$ cat src/rtl/rn_pkg.sv
package rn_pkg;
  // Operation applied to the free queue pointers in a cycle
  typedef enum logic [1:0] {
    FQ_HOLD = 2'b00,
    FQ_TAKE = 2'b01,
    FQ_GIVE = 2'b10,
    FQ_BOTH = 2'b11
  } fq_op_e;
endpackage

$ cat src/rtl/rn_map_table.sv
module rn_map_table #(
  parameter int ARCH_REGS = 16,
  parameter int PHYS_REGS = 24
) (
  input  logic                         clk,
  input  logic                         rst_n,
  input  logic [$clog2(ARCH_REGS)-1:0] rd_a0,
  input  logic [$clog2(ARCH_REGS)-1:0] rd_a1,
  input  logic [$clog2(ARCH_REGS)-1:0] rd_a2,
  output logic [$clog2(PHYS_REGS)-1:0] rd_d0,
  output logic [$clog2(PHYS_REGS)-1:0] rd_d1,
  output logic [$clog2(PHYS_REGS)-1:0] rd_d2,
  input  logic                         wr_en,
  input  logic [$clog2(ARCH_REGS)-1:0] wr_addr,
  input  logic [$clog2(PHYS_REGS)-1:0] wr_data,
  input  logic                         snap_en,
  input  logic                         back_en
);
  localparam int AW = $clog2(ARCH_REGS);
  localparam int PW = $clog2(PHYS_REGS);

  logic [PW-1:0] map_q  [ARCH_REGS];
  logic [PW-1:0] map_d  [ARCH_REGS];
  logic [PW-1:0] snap_q [ARCH_REGS];
  logic [PW-1:0] snap_d [ARCH_REGS];

  // reads see the map before this cycle's write
  assign rd_d0 = map_q[rd_a0];
  assign rd_d1 = map_q[rd_a1];
  assign rd_d2 = map_q[rd_a2];

  generate
    for (genvar g = 0; g < ARCH_REGS; g++) begin : g_entry
      always_comb begin
        map_d[g]  = map_q[g];
        snap_d[g] = snap_q[g];
        if (back_en) begin
          map_d[g] = snap_q[g];
        end else begin
          if (wr_en && (wr_addr == AW'(g))) map_d[g] = wr_data;
          if (snap_en) snap_d[g] = map_q[g];
        end
      end

      always_ff @(posedge clk or negedge rst_n) begin
        if (!rst_n) begin
          map_q[g]  <= PW'(g);
          snap_q[g] <= PW'(g);
        end else begin
          map_q[g]  <= map_d[g];
          snap_q[g] <= snap_d[g];
        end
      end
    end
  endgenerate
endmodule

$ cat src/rtl/rn_free_queue.sv
module rn_free_queue
  import rn_pkg::*;
#(
  parameter int ARCH_REGS = 16,
  parameter int PHYS_REGS = 24
) (
  input  logic                         clk,
  input  logic                         rst_n,
  input  logic                         take,
  input  logic                         give,
  input  logic [$clog2(PHYS_REGS)-1:0] give_tag,
  input  logic                         snap_en,
  input  logic                         back_en,
  output logic [$clog2(PHYS_REGS)-1:0] head_tag,
  output logic                         empty
);
  localparam int PW    = $clog2(PHYS_REGS);
  localparam int DEPTH = 1 << PW;
  localparam int NFREE = PHYS_REGS - ARCH_REGS;

  logic [PW-1:0] slot_q [DEPTH];
  logic [PW:0]   head_q, head_d;
  logic [PW:0]   tail_q, tail_d;
  logic [PW:0]   snap_head_q, snap_head_d;
  fq_op_e        op;

  assign op       = fq_op_e'({give, take});
  assign empty    = (head_q == tail_q);
  assign head_tag = slot_q[head_q[PW-1:0]];

  always_comb begin
    head_d      = head_q;
    tail_d      = tail_q;
    snap_head_d = snap_head_q;
    unique case (op)
      FQ_TAKE: head_d = head_q + 1'b1;
      FQ_GIVE: tail_d = tail_q + 1'b1;
      FQ_BOTH: begin
        head_d = head_q + 1'b1;
        tail_d = tail_q + 1'b1;
      end
      default: ;
    endcase
    if (back_en)      head_d      = snap_head_q;
    else if (snap_en) snap_head_d = head_q;
  end

  always_ff @(posedge clk or negedge rst_n) begin
    if (!rst_n) begin
      head_q      <= '0;
      tail_q      <= (PW+1)'(NFREE);
      snap_head_q <= '0;
    end else begin
      head_q      <= head_d;
      tail_q      <= tail_d;
      snap_head_q <= snap_head_d;
    end
  end

  generate
    for (genvar g = 0; g < DEPTH; g++) begin : g_slot
      always_ff @(posedge clk or negedge rst_n) begin
        if (!rst_n) begin
          slot_q[g] <= (g < NFREE) ? PW'(ARCH_REGS + g) : '0;
        end else if (give && (tail_q[PW-1:0] == PW'(g))) begin
          slot_q[g] <= give_tag;
        end
      end
    end
  endgenerate
endmodule

$ cat src/rtl/rn_rename_unit.sv
module rn_rename_unit #(
  parameter int ARCH_REGS = 16,
  parameter int PHYS_REGS = 24
) (
  input  logic                         clk,
  input  logic                         rst_n,
  input  logic                         dec_valid,
  input  logic [$clog2(ARCH_REGS)-1:0] dec_src0,
  input  logic [$clog2(ARCH_REGS)-1:0] dec_src1,
  input  logic                         dec_dst_en,
  input  logic [$clog2(ARCH_REGS)-1:0] dec_dst,
  output logic [$clog2(PHYS_REGS)-1:0] out_psrc0,
  output logic [$clog2(PHYS_REGS)-1:0] out_psrc1,
  output logic [$clog2(PHYS_REGS)-1:0] out_pdst,
  output logic [$clog2(PHYS_REGS)-1:0] out_pold,
  output logic                         dec_stall,
  input  logic                         cmt_valid,
  input  logic [$clog2(PHYS_REGS)-1:0] cmt_tag,
  input  logic                         ckpt_take,
  input  logic                         restore_valid
);
  logic fq_empty;
  logic dst_fire;
  logic wants_dst;

  assign wants_dst = dec_valid & dec_dst_en;
  assign dec_stall = wants_dst & fq_empty;
  assign dst_fire  = wants_dst & ~fq_empty & ~restore_valid;

  rn_map_table #(
    .ARCH_REGS(ARCH_REGS),
    .PHYS_REGS(PHYS_REGS)
  ) u_map (
    .clk     (clk),
    .rst_n   (rst_n),
    .rd_a0   (dec_src0),
    .rd_a1   (dec_src1),
    .rd_a2   (dec_dst),
    .rd_d0   (out_psrc0),
    .rd_d1   (out_psrc1),
    .rd_d2   (out_pold),
    .wr_en   (dst_fire),
    .wr_addr (dec_dst),
    .wr_data (out_pdst),
    .snap_en (ckpt_take),
    .back_en (restore_valid)
  );

  rn_free_queue #(
    .ARCH_REGS(ARCH_REGS),
    .PHYS_REGS(PHYS_REGS)
  ) u_fq (
    .clk      (clk),
    .rst_n    (rst_n),
    .take     (dst_fire),
    .give     (cmt_valid),
    .give_tag (cmt_tag),
    .snap_en  (ckpt_take),
    .back_en  (restore_valid),
    .head_tag (out_pdst),
    .empty    (fq_empty)
  );
endmodule

$ cat config.mk
export PLATFORM = sky130hd
export DESIGN_NAME = rn_rename_unit
export DESIGN_NICKNAME = d
export VERILOG_FILES = /design/src/rtl/rn_pkg.sv /design/src/rtl/rn_map_table.sv /design/src/rtl/rn_free_queue.sv /design/src/rtl/rn_rename_unit.sv
export SDC_FILE = /design/constraint.sdc
export NUM_CORES = 1
export LEC_CHECK = 0
export CAP_MARGIN = 20
export CORE_UTILIZATION = 60
export DETAILED_ROUTE_END_ITERATION = 8
export DONT_BUFFER_PORTS = 1
export PLACE_DENSITY_LB_ADDON = 0.1
export SYNTH_ARGS = -nofsm -noshare
export SYNTH_HDL_FRONTEND = slang
export SYNTH_SLANG_ARGS = --single-unit
$ cat constraint.sdc
create_clock -name clk -period 2.7 [get_ports clk]
set_input_delay 0.405 -clock clk [delete_from_list [all_inputs] [get_ports clk]]
set_output_delay 0.405 -clock clk [all_outputs]
set_load 0.01 [all_outputs]
==> metrics list, run 1 <==
* Detail-routed via count per cell: 6.72
- For this design the static power due to leakage is 7.81 nW.
* Finished Layout Cells: 1,810
* Worst reg2reg path depth: 8
- Final Instance Area: 20,000 sq um
- Synth top area cells: sky130_fd_sc_hd__dfrtp_1 (35%), sky130_fd_sc_hd__mux2_2 (15%), sky130_fd_sc_hd__dfstp_2 (12%), sky130_fd_sc_hd__mux4_2 (11%), sky130_fd_sc_hd__a21oi_1 (4.5%)
- The number of nets in the synthesized netlist is 1,416.
* Diodes inserted: 0
* DRC violation count after routing: 0
* Die Span X: 175 microns
- Row cnt: 62
* I/O Pins: 45
- Worst voltage drop across the vdd grid: 0.727 mV
* CP required: 2.30 ns
* Detailed-router iteration count before antenna repair: 6
* Relative contribution of sequential cells to total power: 40.2%
- Yosys mapped a number of flops with a built-in enable equal to 0.
- In this run, placement finished with an instance count of 1,726.
- The biggest area contributor in the post-synthesis netlist is sky130_fd_sc_hd__dfrtp_1.
- In this run the cell area of the synthesized design comes to 18,000 sq um.
* Via count of the first global-routing pass: 12,400
- Post-route minimum period: 2.72 ns
- Global route total overflow: 0
- Final weighted congestion in routability-driven placement: 0.900
* Switching Power: 7.80 mW
- In this run the biggest area consumer among cell types represents 35.3% of the synthesized area.
- Worst Max-Slew Pin Slew: 0.878 ns
- Post-Syn Instances: 1,385
- The worst register-to-register path begins at u_fq.head_q[0]$_DFFE_PN0P_.
- CTS built an H-tree with a depth of 2.
- Fraction of power spent switching nets: 34.4%
- The final route contains 12,200 vias.
- On the final layout, the worst hold slack is -0.417 ns.
* Cell Int Power: 14.9 mW
- Most common library cell in the layout ignoring fill and taps: sky130_fd_sc_hd__dfrtp_1
- Fin Clk Skew: 0.0166 ns
- TritonCTS built the clock tree.
- Summing internal, switching and leakage power gives 22.7 mW.
- Prior to clock tree synthesis, the placed netlist has a worst setup slack of 0.133 ns.
- The HPWL after detailed placement is 30,600 microns.
* Top library cells by usage in the layout, fill and taps aside: sky130_fd_sc_hd__dfrtp_1 (249), sky130_fd_sc_hd__mux2_2 (245), sky130_fd_sc_hd__a21oi_1 (161)
* Hold Path Class: primary input to asynchronous set/reset pin
- The final count of pins violating max slew is 0.
* Setup Total Neg Slack: -0.0384 ns
- The clock network burns 24.8% of the power.
- FF-to-FF setup slack: 0.23 ns
* Post-detailed-routing wire length: 47,400 microns
- Fraction of the yosys area taken by sequential cells: 47.7%
- Pin count of the biggest net entering global routing: 339
- Starting density of the core: 61.7%
* Share of flip-flops with an asynchronous set or reset: 100%
- The first global-routing pass estimated 74,300 microns of wire.
- The clock drives 338 sinks.
- The tool flagged a number of max-cap violations equal to 0.
* Later-pin clock latency in the skew report: 0.54 ns
- The checks that failed: hold timing, setup timing.
- Counting along the longest clock path gives a buffer depth of 3.
- Clock transition at path regs: 0.06 ns
- Total of buffers placed on input and output ports: 0
* Master cell of the clock root buffer: sky130_fd_sc_hd__clkbuf_16
* Area after detailed placement: 18,300 sq um
* Total power per unit cell area: 1130 nW/um^2
- Setup repair after global routing missed its margin: yes
* Post-synthesis to final-layout area growth: 11.5%
* Setup ws final: -0.0211 ns
- For this run, the leading register cell type out of synthesis is sky130_fd_sc_hd__dfrtp_1.
- For the worst setup path, the data arrival time is 2.32 ns.
- Die span in y: 175 microns
- Run status: complete, but fails checks
* Crit Path Class: register to output port
- Detailed Route Iter0 Violations: 1,393
- Worst setup EP type: output port
* Final cycle utilization of the critical path: 101%
- Total setup violations reported at the end of the flow: 3
- Count of different cell masters after synthesis: 53
- Buffers inserted to repair hold after CTS numbered 2.
- Per report_power, the combinational group accounts for 35.0% of the total.
- In the final layout, the share of cells above drive strength 1 is 43.3%.
* Clock buffers created by TritonCTS: 38
- Derived from the worst setup path, the maximum achievable clock frequency is 367 MHz.
- Die Area: 30,600 sq um
* Number of warnings issued by yosys: 0
- Global-route total usage across every layer: 31.8%
- Final hold violations: 297
- The count of nets left with antenna violations once routing finished came out at 0.
* Startpoint kind of the worst setup timing path: register
- The endpoint identified for the worst register-to-register timing path is u_map.map_q[11]$_DFFE_PN0P_.
- Counting flops and latches in the post-synthesis netlist gives 338.
* Core region area: 29,100 sq um
- Final net count: 1,428
- In the final routed layout, each cell accounts on average for 26.2 microns.
* Mean area per synthesized cell: 13.0 sq um
* Initial antenna violation count: 0
- Highest net fanout along the worst path: 6
- Headroom to the max-slew limit: 41.4%
cell families after synthesis:
logic type / synth area share [%]
AO/OA/AOI/OAI: 8.17
buffers and inverters: 3.46
XOR/XNOR: 0.676
flip-flops: 47.7
AND/OR/NAND/NOR: 9.95
adder cells (fa/ha/maj): 0.488
multiplexers: 29.6
cell usage after synthesis, types with 8 or more instances:
| cell | number |
|---|---|
| sky130_fd_sc_hd__a22o_1 | 20 |
| sky130_fd_sc_hd__mux2_2 | 245 |
| sky130_fd_sc_hd__mux4_2 | 90 |
| sky130_fd_sc_hd__mux2i_1 | 52 |
| sky130_fd_sc_hd__buf_2 | 25 |
| sky130_fd_sc_hd__clkbuf_1 | 49 |
| sky130_fd_sc_hd__nand2_1 | 44 |
| sky130_fd_sc_hd__nand4_1 | 82 |
| sky130_fd_sc_hd__a21oi_1 | 161 |
| sky130_fd_sc_hd__nand3_1 | 17 |
| sky130_fd_sc_hd__buf_4 | 13 |
| sky130_fd_sc_hd__o21ai_4 | 8 |
| sky130_fd_sc_hd__nor2_1 | 16 |
| sky130_fd_sc_hd__nor2b_1 | 87 |
| sky130_fd_sc_hd__nor2_4 | 8 |
| sky130_fd_sc_hd__dfrtp_1 | 253 |
| sky130_fd_sc_hd__dfstp_2 | 85 |
| sky130_fd_sc_hd__a21boi_1 | 8 |
power groups by stage:
stage / Combinational, mW / Sequential (mW) / Clock [mW]
2_1_floorplan: 6.05 / 8.44 / 0
3_3_place_gp: 7.15 / 9.06 / 0
3_5_place_dp: 7.34 / 9.19 / 0
4_1_cts: 7.82 / 9.04 / 5.70
5_1_grt: 8.41 / 9.36 / 5.90
6_report: 7.94 / 9.12 / 5.63
final cells by class:
class                   count  area, sq um
multi-input cells         936         8880
flip-flops and latches    338         8580
clock buffers              55         1130
well taps                 384          480
clock inverters            14          256
repair buffers             78          674
fillers                  2119         9080
inverters                   5         18.8
timing repair:
item | 4_1_cts | 5_1_grt
resized for setup | 24 | 13
cloned | 1 | 0
endpoints found under the setup margin | 6 | 6
pin swaps | 9 | 5
buffers inserted | 12 | 1
hold endpoints to repair | 344 | 338
how the worst max path moves through the flow:
stage,startpoint,to,cells past startpoint
floorplan,u_fq.head_q[0]$_DFFE_PN0P_,out_pdst[2],7
global placement,u_fq.head_q[0]$_DFFE_PN0P_,u_map.map_q[14]$_DFFE_PN0P_,7
detailed placement,u_fq.head_q[0]$_DFFE_PN0P_,u_map.map_q[14]$_DFFE_PN0P_,7
CTS,u_fq.head_q[0]$_DFFE_PN0P_,out_pdst[0],5
global route,u_fq.head_q[0]$_DFFE_PN0P_,out_pdst[1],5
finish,u_fq.head_q[0]$_DFFE_PN0P_,out_pdst[0],5
flip-flops by register name, summed over array words and instances (netlist names):
register          flops
u_fq.tail_q           6
u_map.map_q          80
u_fq.head_q           6
u_fq.snap_head_q      6
u_fq.slot_q         160
u_map.snap_q         80
metal layers:
metal | share of wire (%) | up-vias | wire, microns | global-route usage, %
met1 | 40 | 6259 | 18800 | 42.4
met3 | 6.7 | 109 | 3190 | 4.90
li1 | - | 5275 | - | -
met5 | 0 | - | 0 | 0
met2 | 50 | 515 | 23700 | 53.0
met4 | 3.6 | 0 | 1710 | 11.7
per-stage QoR:
step           util [%]  hold WS [ns]
2_1_floorplan         -         0.109
3_3_place_gp       63.0         0.126
3_5_place_dp       63.0         0.121
4_1_cts            68.6        -0.430
5_1_grt            68.8        -0.435
6_report           68.8        -0.417
worst max-delay path, cell delays in order (launching register included):
cell and delay (ns):
sky130_fd_sc_hd__dfrtp_4 0.46, sky130_fd_sc_hd__buf_8 0.16, sky130_fd_sc_hd__mux4_2 0.52, sky130_fd_sc_hd__a22oi_2 0.23, sky130_fd_sc_hd__nand3_2 0.15, sky130_fd_sc_hd__and3_2 0.24
No activity file was read; power rests on OpenSTA's default activity.
==> run 2, diff against run 1 <==
==> constraint.sdc (replaced) <==
create_clock -name clk -period 3.2 [get_ports clk]
set_input_delay 0.48 -clock clk [delete_from_list [all_inputs] [get_ports clk]]
set_output_delay 0.48 -clock clk [all_outputs]
set_load 0.01 [all_outputs]
==> run 2 against run 1 <==
Largest power group unchanged. Flip-flop and latch count is the same. The flow finishes with violations (hold timing). Non-clock buffer count shrank 44. Register-to-register slack gained 0.49 ns. Clock power shrank 22%. Combinational power shrank 20%. Cell count shrank 2.5%. Largest cell class unchanged. Power shrank 19%.
==> metrics list, run 2 (synthesis gave the netlist of run 1 again) <==
* Maximum frequency from static timing analysis: 332 MHz
- Most common library cell in the layout ignoring fill and taps: sky130_fd_sc_hd__dfrtp_1
- Fill cells in the final layout number 2,135.
* Setup repair after global routing missed its margin: no
* Crit Path Class: register to output port
- Total power for the finished layout comes to 18.5 mW.
- In this run the power density over the cells is 950 nW/um^2.
- Worst Max-Slew Pin Slew: 0.836 ns
- Once detailed placement completed, the half-perimeter wirelength came to 30,000 microns.
- Entering global routing, the biggest net connects 339 pins.
- Headroom to the max-slew limit came out at 43.5%.
- Die span in y: 175 microns
- Global route total overflow: 0
* Register area: 8570 sq um
* Post-detailed-routing wire length: 45,800 microns
- First-pass GRT wire length: 72,200 microns
- In this run, CTS created clock tree buffers numbering 37.
* Worst reg2reg path depth: 7
- Startpoint kind of the worst setup timing path: register
- Later-pin clock latency in the skew report: 0.53 ns
- The routed layout has 12,000 vias.
* Leak Pwr: 7.52 nW
- The core region is 29,100 sq um.
- Fraction of layout cells with a size suffix above 1: 40.4%
- Global-route total usage across every layer: 31.0%
* Average wire per standard cell: 26.0 microns
- Port buffering added 0 buffers.
* Die Span X: 175 microns
* Worst voltage drop across the vdd grid: 0.622 mV
* Final cycle utilization of the critical path: 94.1%
* Max reg flops: 160
* Starting density of the core: 61.7%
- Run status: complete, but fails checks
- Initial antenna violation count: 0
- CP Data Arrival Time: 2.53 ns
- Master cell of the clock root buffer: sky130_fd_sc_hd__clkbuf_16
- Top library cells by usage in the layout, fill and taps aside: sky130_fd_sc_hd__dfrtp_1 (250), sky130_fd_sc_hd__mux2_2 (245), sky130_fd_sc_hd__a21oi_1 (161)
- Clock skew on the completed layout was measured at 0.0314 ns.
- DRT antenna net count: 0
- On the final layout, the worst hold slack is -0.331 ns.
- Final weighted congestion in routability-driven placement: 0.887
* Diodes inserted: 0
- Highest net fanout along the worst path: 21
- The H-tree was split into 2 levels.
- Largest registers: u_fq.slot_q x160, u_map.map_q x80, u_map.snap_q x80
- Final hold violations: 288
- Detail-routed via count per cell: 6.80
* Failing checks: hold timing
* Post-route minimum period: 3.01 ns
- Row cnt: 62
- Summed over all failing endpoints, the final setup total negative slack is 0 ns.
- Hold Path Class: primary input to asynchronous set/reset pin
* CP required: 2.72 ns
- Total setup violations reported at the end of the flow: 0
- TritonCTS built the clock tree.
* Final net count: 1,383
- CTS saw 338 sinks.
- The worst setup path is captured at an output port.
- DRC violation count after routing: 0
- Via count of the first global-routing pass: 11,900
- The first TritonRoute pass finished after 8 iterations.
- Die Area: 30,600 sq um
- Across the run, the number of max-cap violations was 0.
- During I/O placement, the number of pins put on the boundary was 45.
- The register with the most flip-flops in the final layout is u_fq.slot_q.
- The clock passes through at most 3 buffers.
- In this run, the number of DRC markers left after iteration 0 of detailed routing was 1,419.
- The multi-input combinational cells in the finished layout cover a total of 8810 sq um.
* Slew Limit Fails: 0
- From synthesis to final layout, the design area changed by 8.25%.
* Clock transition at path regs: 0.07 ns
==> run 2: changes by cell type in the layout (fill, tap and decap cells not counted), moves of 3 or more <==
cell,delta
sky130_fd_sc_hd__a22oi_2,-5
sky130_fd_sc_hd__bufinv_16,-3
sky130_fd_sc_hd__and3_4,-4
sky130_fd_sc_hd__a22oi_1,+5
sky130_fd_sc_hd__and3_1,+5
sky130_fd_sc_hd__clkbuf_1,+3
sky130_fd_sc_hd__clkinv_8,-3
sky130_fd_sc_hd__buf_6,-3
sky130_fd_sc_hd__buf_4,-37
==> run 2: stage by stage <==
step | util, % | hold slack, ns | setup WS, ns | cell area, sq um | instances
after floorplan | - | 0.184 | 0.839 | 18000 | 1385
after global placement | 62.3 | 0.205 | 0.553 | 18100 | 1696
after detailed placement | 62.3 | 0.207 | 0.435 | 18100 | 1696
after CTS | 66.8 | -0.341 | 0.0634 | 19400 | 1765
after global routing | 66.8 | -0.339 | 0.0974 | 19400 | 1765
final | 66.8 | -0.331 | 0.190 | 19400 | 1765
==> run 2: worst paths after layout <==
check | from | to | slack (ns)
min in group clk | cmt_valid | u_fq.tail_q[0]$_DFFE_PN0P_ | 0.03
min | rst_n | u_fq.head_q[1]$_DFFE_PN0P_ | -0.33
min reg2reg | u_fq.snap_head_q[1]$_DFFE_PN0P_ | u_fq.head_q[1]$_DFFE_PN0P_ | 0.46
max reg2reg | u_fq.head_q[1]$_DFFE_PN0P_ | u_map.map_q[34]$_DFFE_PN0P_ | 0.72
max in group asynchronous | rst_n | u_fq.head_q[0]$_DFFE_PN0P_ | 2.93
max | u_fq.head_q[4]$_DFFE_PN0P_ | out_pdst[0] | 0.19
==> run 2: final cells by class <==
| cell class | instances | share of cell area (%) |
|---|---|---|
| multi-input cells | 936 | 45.3 |
| inverters | 5 | 0.0966 |
| flip-flops and latches | 338 | 44.1 |
| repair buffers | 34 | 1.48 |
| well taps | 384 | 2.47 |
| clock inverters | 10 | 0.663 |
| clock buffers | 58 | 5.85 |
==> run 2: critical path, stage by stage (launching register included) <==
cell and delay, ns:
sky130_fd_sc_hd__dfrtp_1 0.78, sky130_fd_sc_hd__nor4bb_1 0.48, sky130_fd_sc_hd__buf_4 0.21, sky130_fd_sc_hd__a22o_1 0.24, sky130_fd_sc_hd__nor2_4 0.04, sky130_fd_sc_hd__and3_1 0.26
==> run 2: layer usage <==
| layer | track usage, % | wire [microns] | vias to the layer above |
|---|---|---|---|
| met3 | 6.48 | 3840 | 105 |
| met5 | 0 | 0 | - |
| met2 | 46.9 | 20800 | 538 |
| met4 | 9.31 | 1440 | 0 |
| met1 | 45.3 | 19800 | 6201 |
| li1 | - | - | 5165 |
==> run 2: power breakdown <==
group          total [mW]  switching (mW)  internal (mW)
Clock                4.41            1.72           2.69
Combinational        6.35            3.30           3.05
Sequential           7.70            1.38           6.32
==> run 2: what timing repair did <==
action / 4_1_cts / 5_1_grt
gates cloned: 0 / 0
setup endpoints to repair: 5 / 6
resized for setup: 4 / 3
hold endpoints to repair: 338 / 338
buffers inserted: 1 / 0
==> run 3, diff against run 2 <==
--- a/config.mk
+++ b/config.mk
@@ -9,7 +9,8 @@
 export CORE_UTILIZATION = 60
 export DETAILED_ROUTE_END_ITERATION = 8
 export DONT_BUFFER_PORTS = 1
-export PLACE_DENSITY_LB_ADDON = 0.1
+export PLACE_DENSITY = 0.76
+export SETUP_SLACK_MARGIN = 0.1
 export SYNTH_ARGS = -nofsm -noshare
 export SYNTH_HDL_FRONTEND = slang
 export SYNTH_SLANG_ARGS = --single-unit
==> run 3 against run 2 <==
The flow still finishes with violations (hold timing). Maximum frequency is 1.8% lower. Critical path depth rose by 1. Flip-flop and latch count unchanged. Sequential share of layout area rose by 0.11 points. Hold slack gained 0.031 ns. First-iteration DRC count shrank 8.0%. Cell count down 0.23%. Critical path type unchanged.
==> metrics list, run 3 (synthesis gave the netlist of run 1 again) <==
* Count of H-tree levels built during CTS: 2
- The longest clock path from root to sink contains 3 buffers.
* Die Span X: 175 microns
- Fin Clk Skew: 0.0272 ns
* Slew Limit Fails: 0
- Dividing the final minimum period by the clock period gives 95.8%.
* Post-detailed-routing wire length: 45,600 microns
* Final-layout fill cell count: 2,083
* Fraction of power spent switching nets: 34.6%
- Top library cells by usage in the layout, fill and taps aside: sky130_fd_sc_hd__dfrtp_1 (250), sky130_fd_sc_hd__mux2_2 (245), sky130_fd_sc_hd__a21oi_1 (161)
- Highest net fanout along the worst path: 21
- The tool flagged a number of max-cap violations equal to 0.
- Post-synthesis to final-layout area growth: 7.97%
* Maximum frequency from static timing analysis: 326 MHz
* Worst Max-Slew Pin Slew: 0.954 ns
* Global-route total usage across every layer: 30.8%
* Max reg flops: 160
- Setup total negative slack on the finished layout was measured at 0 ns.
- TritonCTS built the clock tree.
* Total of buffers placed on input and output ports: 0
* Largest registers: u_fq.slot_q x160, u_map.map_q x80, u_map.snap_q x80
- The count of nets left with antenna violations once routing finished came out at 0.
* Sinks on the clock net: 338
- Switching Power: 6.30 mW
* Worst setup EP type: output port
- CP required: 2.72 ns
* I/O Pins: 45
- Detailed placement HPWL: 29,500 microns
- Overall power consumption after layout is estimated at 18.2 mW.
- Final hold violations: 258
- The flow ran to the end, but the final reports show violations.
- Cell Int Power: 11.9 mW
* Worst voltage drop across the vdd grid: 0.599 mV
* Leak Pwr: 7.48 nW
- Detailed routing inserted a total of 12,100 vias.
- In this run the power density over the cells is 939 nW/um^2.
* Setup repair after global routing missed its margin: yes
* Clock buffers created by TritonCTS: 37
- Post-layout util: 66.6%
* Headroom to the max-slew limit: 36.3%
- Startpoint kind of the worst setup timing path: register
* Final weighted congestion in routability-driven placement: 0.942
- The first global-routing pass estimated 71,900 microns of wire.
* Average wire per standard cell: 25.9 microns
* Later-pin clock latency in the skew report: 0.53 ns
- The total overflow left after global routing is 0.
- In the routed layout, each cell is associated on average with a via count of 6.89.
* Master cell of the clock root buffer: sky130_fd_sc_hd__clkbuf_16
- Die span in y: 175 microns
* Multi-input combinational cell area: 8800 sq um
- The initial utilization of the core area, before any placement, comes to 61.7%.
- Core region area: 29,100 sq um
* Relative contribution of sequential cells to total power: 42.3%
* DRC violation count after routing: 0
- Entering global routing, the biggest net connects 339 pins.
- Largest register by flop count: u_fq.slot_q
- Hold timing on the final database bottoms out at a slack of -0.300 ns.
- Leaving out fill and tap cells, the most frequent cell in the layout is sky130_fd_sc_hd__dfrtp_1.
- Crit Path Class: register to output port
* CP Data Arrival Time: 2.59 ns
* Total setup violations reported at the end of the flow: 0
- The min-delay analysis places its worst path in the category primary input to asynchronous set/reset pin.
* Via count of the first global-routing pass: 12,100
* Clock group share of total power: 23.9%
- Detailed-router iteration count before antenna repair: 7
- The post-route netlist has 40.2% of its cells at a drive strength greater than 1.
- Register area: 8570 sq um
- The initial antenna violation count was 0.
- Post-route minimum period: 3.07 ns
- Combinational cell fraction of total power: 33.8%
- Detailed Route Iter0 Violations: 1,306
- After clock tree synthesis, the clock-pin slew on the worst setup and hold paths is 0.06 ns.
- Diodes inserted: 0
- In the final design database the tool counted 1,380 nets.
- Row cnt: 62
- The die covers 30,600 sq um.
* Failing checks: hold timing
run 3: changes by cell type in the layout (fill, tap and decap cells not counted), sizes merged:
cell and change:
buf -3, clkbuf -2, clkinv +1, clkinvlp +1
inv -1
run 3: area by class of cell:
cell class	instances	area share [%]
inverter	5	0.0968
multi-input combinational	936	45.4
sequential	338	44.2
clock inverter	11	0.800
timing repair buffer	31	1.37
tap	384	2.48
clock buffer	56	5.62
run 3: power by group through the flow:
| stage | sequential, mW | combinational, mW | clock (mW) |
|---|---|---|---|
| CTS | 7.64 | 6.09 | 4.39 |
| detailed placement | 7.72 | 6.01 | 0 |
| floorplan | 7.12 | 5.10 | 0 |
| finish | 7.71 | 6.15 | 4.35 |
| global placement | 7.59 | 5.80 | 0 |
| global route | 7.90 | 6.53 | 4.57 |
run 3: through the flow:
stage	std cells	hold WS [ns]	setup WS [ns]	instance area [sq um]
after floorplan	1385	0.184	0.839	18000
after global placement	1693	0.221	0.409	18100
after detailed placement	1693	0.218	0.391	18100
after CTS	1761	-0.331	0.130	19400
after global routing	1761	-0.324	0.0632	19400
final	1761	-0.300	0.133	19400
run 3: per-layer routing:
layer	vias to the layer above	track usage, %	wire (microns)
met5	-	0	0
met2	602	48.4	21700
met1	6225	41.8	18200
met4	0	15.5	2390
met3	149	4.74	3280
li1	5159	-	-
run 3: what timing repair did:
action | 4_1_cts | 5_1_grt
buffers inserted | 1 | 0
endpoints found under the setup margin | 6 | 6
hold endpoints to repair | 338 | 338
cloned | 0 | 0
resized for setup | 4 | 4
run 3: worst paths after layout:
path / end / cells after the start / slack, ns / startpoint
max: out_pdst[4] / 6 / 0.13 / u_fq.head_q[0]$_DFFE_PN0P_
min: u_map.snap_q[36]$_DFFE_PN0P_ / 0 / -0.30 / rst_n
max reg2reg: u_map.map_q[40]$_DFFE_PN1P_ / 6 / 0.68 / u_fq.head_q[0]$_DFFE_PN0P_
min reg2reg: u_fq.head_q[4]$_DFFE_PN0P_ / 2 / 0.47 / u_fq.snap_head_q[4]$_DFFE_PN0P_
max in group asynchronous: u_fq.slot_q[52]$_DFFE_PN0P_ / 0 / 2.91 / rst_n
min in group clk: u_fq.tail_q[4]$_DFFE_PN0P_ / 1 / 0.04 / cmt_valid
run 3: worst max-delay path, stage by stage, from the launching register on:
cell and delay (ns):
sky130_fd_sc_hd__dfrtp_4 0.57, sky130_fd_sc_hd__buf_4 0.25, sky130_fd_sc_hd__buf_4 0.36, sky130_fd_sc_hd__mux2i_1 0.15, sky130_fd_sc_hd__a22o_1 0.26, sky130_fd_sc_hd__nor2_2 0.14
sky130_fd_sc_hd__and3_1 0.31
